File: src/rtl/pdt_pkg.sv
package pdt_pkg;
   typedef enum logic [1:0] {
      SRC_CYC   = 2'b00,
      SRC_GATED = 2'b01,
      SRC_OFF   = 2'b10,
      SRC_PIN   = 2'b11
   } src_e;

   localparam int unsigned DATA_W   = 8;
   localparam int unsigned FLAG_BIT = 7;
   localparam int unsigned MASK_BIT = 6;
   localparam int unsigned SRC_LO   = 4;
   localparam int unsigned CLR_BIT  = 3;
endpackage

File: src/rtl/pdt_tick_gen.sv
module pdt_tick_gen
   import pdt_pkg::*;
#(
   parameter int unsigned SYNC_N = 2
) (
   input  logic clk,
   input  logic rst_n,
   input  logic cyc_ce,
   input  logic pin,
   input  src_e src,
   output logic in_tick
);
   generate
      if (SYNC_N < 2) begin : g_bad_sync
         $error("pdt_tick_gen: SYNC_N must be at least 2");
      end
   endgenerate

   logic [SYNC_N-1:0] sync_q;
   logic              prev_q;
   logic              pin_lvl;
   logic              pin_rise;

   always_ff @(posedge clk) begin
      if (!rst_n) begin
         sync_q <= '0;
         prev_q <= 1'b0;
      end else begin
         sync_q <= {sync_q[SYNC_N-2:0], pin};
         prev_q <= sync_q[SYNC_N-1];
      end
   end

   assign pin_lvl  = sync_q[SYNC_N-1];
   assign pin_rise = pin_lvl & ~prev_q;

   always_comb begin
      unique case (src)
         SRC_CYC:   in_tick = cyc_ce;
         SRC_GATED: in_tick = cyc_ce & pin_lvl;
         SRC_OFF:   in_tick = 1'b0;
         SRC_PIN:   in_tick = pin_rise;
         default:   in_tick = 1'b0;
      endcase
   end
endmodule

File: src/rtl/pdt_prescaler.sv
module pdt_prescaler #(
   parameter int unsigned PRE_W = 7,
   parameter int unsigned SEL_W = 3
) (
   input  logic             clk,
   input  logic             rst_n,
   input  logic             in_tick,
   input  logic             clear,
   input  logic [SEL_W-1:0] sel,
   output logic             out_tick
);
   localparam int unsigned N_TAPS = 1 << SEL_W;

   generate
      if (PRE_W < N_TAPS - 1) begin : g_bad_pre
         $error("pdt_prescaler: PRE_W too narrow for the select range");
      end
   endgenerate

   logic [PRE_W-1:0]  pre_q;
   logic [N_TAPS-1:0] tap;

   always_ff @(posedge clk) begin
      if (!rst_n)       pre_q <= '0;
      else if (clear)   pre_q <= '0;
      else if (in_tick) pre_q <= pre_q + 1'b1;
   end

   assign tap[0] = 1'b1;
   generate
      for (genvar k = 1; k < N_TAPS; k++) begin : g_tap
         assign tap[k] = tap[k-1] & pre_q[k-1];
      end
   endgenerate

   assign out_tick = in_tick & tap[sel];
endmodule

File: src/rtl/pdt_counter.sv
module pdt_counter #(
   parameter int unsigned CNT_W = 8
) (
   input  logic             clk,
   input  logic             rst_n,
   input  logic             load,
   input  logic [CNT_W-1:0] load_val,
   input  logic             step,
   output logic [CNT_W-1:0] cnt,
   output logic             zero_hit
);
   localparam logic [CNT_W-1:0] ONE = CNT_W'(1);

   always_ff @(posedge clk) begin
      if (!rst_n)    cnt <= '1;
      else if (load) cnt <= load_val;
      else if (step) cnt <= cnt - 1'b1;
   end

   assign zero_hit = step & ~load & (cnt == ONE);
endmodule

File: src/rtl/pdt_timer.sv
module pdt_timer
   import pdt_pkg::*;
#(
   parameter int unsigned CNT_W  = 8,
   parameter int unsigned PRE_W  = 7,
   parameter int unsigned SEL_W  = 3,
   parameter int unsigned SYNC_N = 2
) (
   input  logic                clk,
   input  logic                rst_n,
   input  logic                addr,
   input  logic                wr,
   input  logic                rd,
   input  logic [DATA_W-1:0]   wdata,
   output logic [DATA_W-1:0]   rdata,
   input  logic                cyc_ce,
   input  logic                tmr_pin,
   input  logic                cpu_imask,
   output logic                irq
);
   generate
      if (CNT_W > DATA_W || CNT_W < 2) begin : g_bad_cnt
         $error("pdt_timer: CNT_W must be 2..DATA_W");
      end
      if (SEL_W < 1 || SEL_W > CLR_BIT) begin : g_bad_sel
         $error("pdt_timer: SEL_W must fit below the clear bit");
      end
   endgenerate

   logic             flag_q;
   logic             mask_q;
   src_e             src_q;
   logic [SEL_W-1:0] sel_q;
   logic [CNT_W-1:0] cnt_q;
   logic             wr_cnt, wr_ctl;
   logic             in_tick, cnt_tick, zero_hit;
   logic [DATA_W-1:0] ctl_view, cnt_view;

   assign wr_cnt = wr & ~addr;
   assign wr_ctl = wr &  addr;

   always_ff @(posedge clk) begin
      if (!rst_n) begin
         flag_q <= 1'b0;
         mask_q <= 1'b1;
         src_q  <= SRC_PIN;
         sel_q  <= '0;
      end else if (wr_ctl) begin
         flag_q <= wdata[FLAG_BIT];
         mask_q <= wdata[MASK_BIT];
         src_q  <= src_e'(wdata[SRC_LO +: 2]);
         sel_q  <= wdata[SEL_W-1:0];
      end else if (zero_hit) begin
         flag_q <= 1'b1;
      end
   end

   pdt_tick_gen #(.SYNC_N(SYNC_N)) u_tick (
      .clk     (clk),
      .rst_n   (rst_n),
      .cyc_ce  (cyc_ce),
      .pin     (tmr_pin),
      .src     (src_q),
      .in_tick (in_tick)
   );

   pdt_prescaler #(.PRE_W(PRE_W), .SEL_W(SEL_W)) u_pre (
      .clk      (clk),
      .rst_n    (rst_n),
      .in_tick  (in_tick),
      .clear    (wr_ctl & wdata[CLR_BIT]),
      .sel      (sel_q),
      .out_tick (cnt_tick)
   );

   pdt_counter #(.CNT_W(CNT_W)) u_cnt (
      .clk      (clk),
      .rst_n    (rst_n),
      .load     (wr_cnt),
      .load_val (wdata[CNT_W-1:0]),
      .step     (cnt_tick),
      .cnt      (cnt_q),
      .zero_hit (zero_hit)
   );

   always_comb begin
      ctl_view                 = '0;
      ctl_view[FLAG_BIT]       = flag_q;
      ctl_view[MASK_BIT]       = mask_q;
      ctl_view[SRC_LO +: 2]    = src_q;
      ctl_view[SEL_W-1:0]      = sel_q;
      cnt_view                 = '0;
      cnt_view[CNT_W-1:0]      = cnt_q;
   end

   always_ff @(posedge clk) begin
      if (!rst_n)  rdata <= '0;
      else if (rd) rdata <= addr ? ctl_view : cnt_view;
   end

   assign irq = flag_q & ~mask_q & ~cpu_imask;
endmodule

File: config.mk
export PLATFORM = sky130hd
export DESIGN_NAME = pdt_timer
export DESIGN_NICKNAME = d
export VERILOG_FILES = /design/src/rtl/pdt_pkg.sv /design/src/rtl/pdt_tick_gen.sv /design/src/rtl/pdt_prescaler.sv /design/src/rtl/pdt_counter.sv /design/src/rtl/pdt_timer.sv
export SDC_FILE = /design/constraint.sdc
export NUM_CORES = 1
export LEC_CHECK = 0
export BUFFER_PORTS_ARGS = -buffer_cell sky130_fd_sc_hd__clkbuf_2
export CAP_MARGIN = 20
export CORE_ASPECT_RATIO = 0.5
export CORE_MARGIN = 3
export CORE_UTILIZATION = 40
export CTS_CLUSTER_DIAMETER = 120
export DETAILED_ROUTE_END_ITERATION = 10
export GPL_TIMING_DRIVEN = 0
export PLACE_DENSITY = 0.57
export SLEW_MARGIN = 5
export SYNTH_ARGS = -nofsm -noshare
export SYNTH_HDL_FRONTEND = slang
export SYNTH_SLANG_ARGS = --single-unit
File: constraint.sdc
create_clock -name clk -period 2.15 [get_ports clk]
set_input_delay 0.3225 -clock clk [delete_from_list [all_inputs] [get_ports clk]]
set_output_delay 0.3225 -clock clk [all_outputs]
set_load 0.01 [all_outputs]
==> summary.md <==
| Metric | Value |
|---|---|
| Max Clk Rate | 0.5286 GHz |
| Mapped Cells | 198 |
| DRC violations left | 0 |
| Htree depth | 2 |
| CP Max Fanout | 9 |
| Die extent in x | around 98 um |
| Gr ovfl total | 0 |
| Clock buffer depth | 2 |
| Final Critical Period | 1892 ps |
| Routed length per instance | 14.94 um |
| Largest cells by area after synthesis | dfxtp_1 (39%), nand2_1 (5.4%), nor3_1 (4.8%), mux2i_1 (4.2%), nor2_1 (3.8%) |
| Post-synth net total | 218 |
| Data arrival, critical path | around 2100 ps |
| HP Class | in2reg |
| Starting DRT DRC Count | 83 |
| Sequential area share after synthesis | 0.3926 |
| R2R Setup Slk | 260 ps |
| Syn avg cell area | 8.499 um2 |
| Row count | 15 |
| Hold Slack | 241.0 ps |
| Num CTS Buffers | 5 |
| Clock Root Buffer | clkbuf_8 |
| Vias per inst | ~5.5 |
| I/O Pins | 25 |
| Status | completed |
| Largest net degree at the start of global routing | 12 |
| Max cap viols | 0 |
| TNS Setup | 0 ps |
| Final setup fails | 0 |
| Initial core utilization | 0.4529 |
| Post_cts resized | 0 |
| Most common cell on crit path | ha_1 |
| Antenna viol nets, final | 0 |
| Worst-Margin Slew | roughly 630 ps |
| Library cells used by synthesis | 42 |
| Max Clock Skew | about 5 ps |
| Port buffer count | 23 |
| Slew margin rel. | 0.5758 |
| Worst-skew pair later-pin latency | 280 ps |
| Number of filler cells placed in the layout | 376 |
| GPL Wtd Cong | slightly below 0.9 |
| Startpoint Class | flip-flop |
| Die footprint | 0.005069 mm2 |
| Final Max Tran Viols | 0 |
| Detailed Place HPWL | 3085 um |
| Top cell type by total area after synthesis | dfxtp_1 |
| Area grow syn2layout | 15.76% |
| N_diodes | 0 |
| Die Height | 51.87 um |
| Main flop type after synthesis | dfxtp_1 |
| Hold Buf Count CTS | 0 |
| Flops & latches, synth | 33 |
| Share of layout cells above drive strength 1 | 0.1921 |
| Post-CTS setup buffer count | 0 |
| PD cells | 670.2 mW/mm2 |
| Yosys Warn Count | 0 |
| Critical Path RT | 2310 ps |
| CTS tree | yes |
| RSZ-0062 raised after global routing | no |
| Pleak | a little over 0.8 nW |
| CTS Sinks | 33 |
| Worst path max stage delay | 350 ps |
| Via count | 1531 |
| Vias in the first global route | 1470 |
| First-pass GRT wire length | a little over 7000 um |
| All-Layer GR Usage | 0.1815 |
| Post-synth top area share | 0.3926 |
| Final period util | 0.8798 |
| Post-Syn Area | 0.001683 mm2 |
| Fin. Hold Viols | 0 |
| Nets | around 250 |
| EDFF count, synth | 0 |
| Worst-path cell with the longest stage delay | dfxtp_1 |
| Setup CP Type | reg2reg |
| Synth async-reset ratio | 0 |
| Initial antenna violation count | 0 |
| Max VDD drop | 0.2591 mV |
| Cell Chain, Critical Path | ha_1, ha_1, mux2i_1, nand2_1, a22o_4, a2111oi_2, nor3_1 |
| Drt total wl | 4182 um |
| Core Region | about 0.0037 mm2 |
| First-pass DRT Iterations | 4 |
| CP endpoint kind | flip-flop |
| Register clock-pin slew on the reported worst setup and hold paths | 70 ps |
[flip-flops by register name, indices dropped and copies added, names as in the netlist]
name and flops:
u_tick.prev_q 1, rdata 8, u_cnt.cnt 8, mask_q 1, u_pre.pre_q 7, flag_q 1
src_q 2, u_tick.sync_q 2, sel_q 3
[path summary, 6_finish.rpt]
check / from / endpoint / depth (start not counted)
setup reg to reg: u_pre.pre_q[0] / u_cnt.cnt[0] / 7
hold reg to reg: u_tick.sync_q[0] / u_tick.sync_q[1] / 1
setup / recovery: u_pre.pre_q[0] / u_cnt.cnt[0] / 7
hold / removal: tmr_pin / u_tick.sync_q[0] / 2
[area by class of cell]
| class | count | area [um2] | area share |
|---|---|---|---|
| flip-flops and latches | 33 | 660.6 | 0.3391 |
| multi-input cells | 152 | 969.7 | 0.4978 |
| clock buffers | 5 | 68.82 | 0.03532 |
| clock inverters | 3 | 17.52 | 0.008992 |
| inverters | 4 | 15.01 | 0.007707 |
| plain buffers | 9 | 37.54 | 0.01927 |
| well taps | 51 | 63.81 | 0.03276 |
| repair buffers | 23 | 115.1 | 0.05909 |
[cells in the mapped netlist, drive strengths merged, types with 5 or more instances]
cell type,number
dfxtp,33
mux2i,7
o21ai,6
or3,5
a21oi,9
nor3b,8
nand2,24
clkbuf,5
nor3,16
nor2,17
nand3,12
[logic make-up after synthesis]
logic type	synth area share
AND/OR/NAND/NOR	0.3331
AO/OA/AOI/OAI	0.1509
flip-flops	0.3926
multiplexers	0.04164
adder cells (fa/ha/maj)	0.02974
XOR/XNOR	0.02082
buffers and inverters	0.03122
[worst max-delay path: cells and delay by family (launching register included)]
| family | cells | cell delay (ps) |
|---|---|---|
| simple gates | 2 | 210 |
| compound gates | 2 | 610 |
| flops | 1 | 350 |
| fa+ha+maj | 2 | 460 |
| mux | 1 | 130 |
[cell usage in the layout (no fill, tap or decap), types with 2 or more instances in the layout]
cell / count
o211ai_1: 3
and2_1: 4
and3_1: 4
nor3_1: 16
mux2i_1: 7
a21oi_1: 8
xor2_1: 3
ha_1: 4
nor2b_1: 2
nand2_1: 24
nand4_1: 4
clkbuf_8: 5
o21ai_0: 4
nand2b_1: 2
or3_1: 5
nor3b_1: 7
a2111oi_2: 2
dfxtp_1: 33
buf_2: 3
clkbuf_1: 5
clkinv_2: 2
inv_1: 4
clkbuf_2: 23
a211oi_1: 4
nand3_1: 12
nor2_1: 17
a31oi_1: 2
and2b_1: 2
[layer usage]
metal,part of all wire,track usage,vias up
li1,-,-,771
met1,0.49,0.2412,722
met2,0.45,0.2880,34
met3,0.056,0.05221,4
met4,0.0045,0.05747,0
met5,0,0,-
[report_power, final]
part	internal (W)	switching [W]	leakage, nW
Combinational	0.0000708	0.000108	0.495
Clock	0.000223	0.000233	0.0439
Sequential	0.000643	0.0000278	0.271
Total	0.000937	0.000369	0.810
[per-stage QoR]
| stage | util | power [W] | instances | setup slack (ps) | area, um2 |
|---|---|---|---|---|---|
| after floorplan | - | 0.0007948 | 198 | 427.6 | 1683 |
| after CTS | 0.5242 | 0.001324 | 280 | 236.6 | 1948 |
| after detailed placement | 0.5010 | 0.0008634 | 272 | 253.8 | 1862 |
| final | 0.5242 | 0.001306 | 280 | 258.3 | 1948 |
| after global placement | 0.5010 | 0.0008605 | 272 | 304.9 | 1862 |
| after global routing | 0.5242 | 0.001376 | 280 | 114.6 | 1948 |
Power figures use the tool's default switching activity.
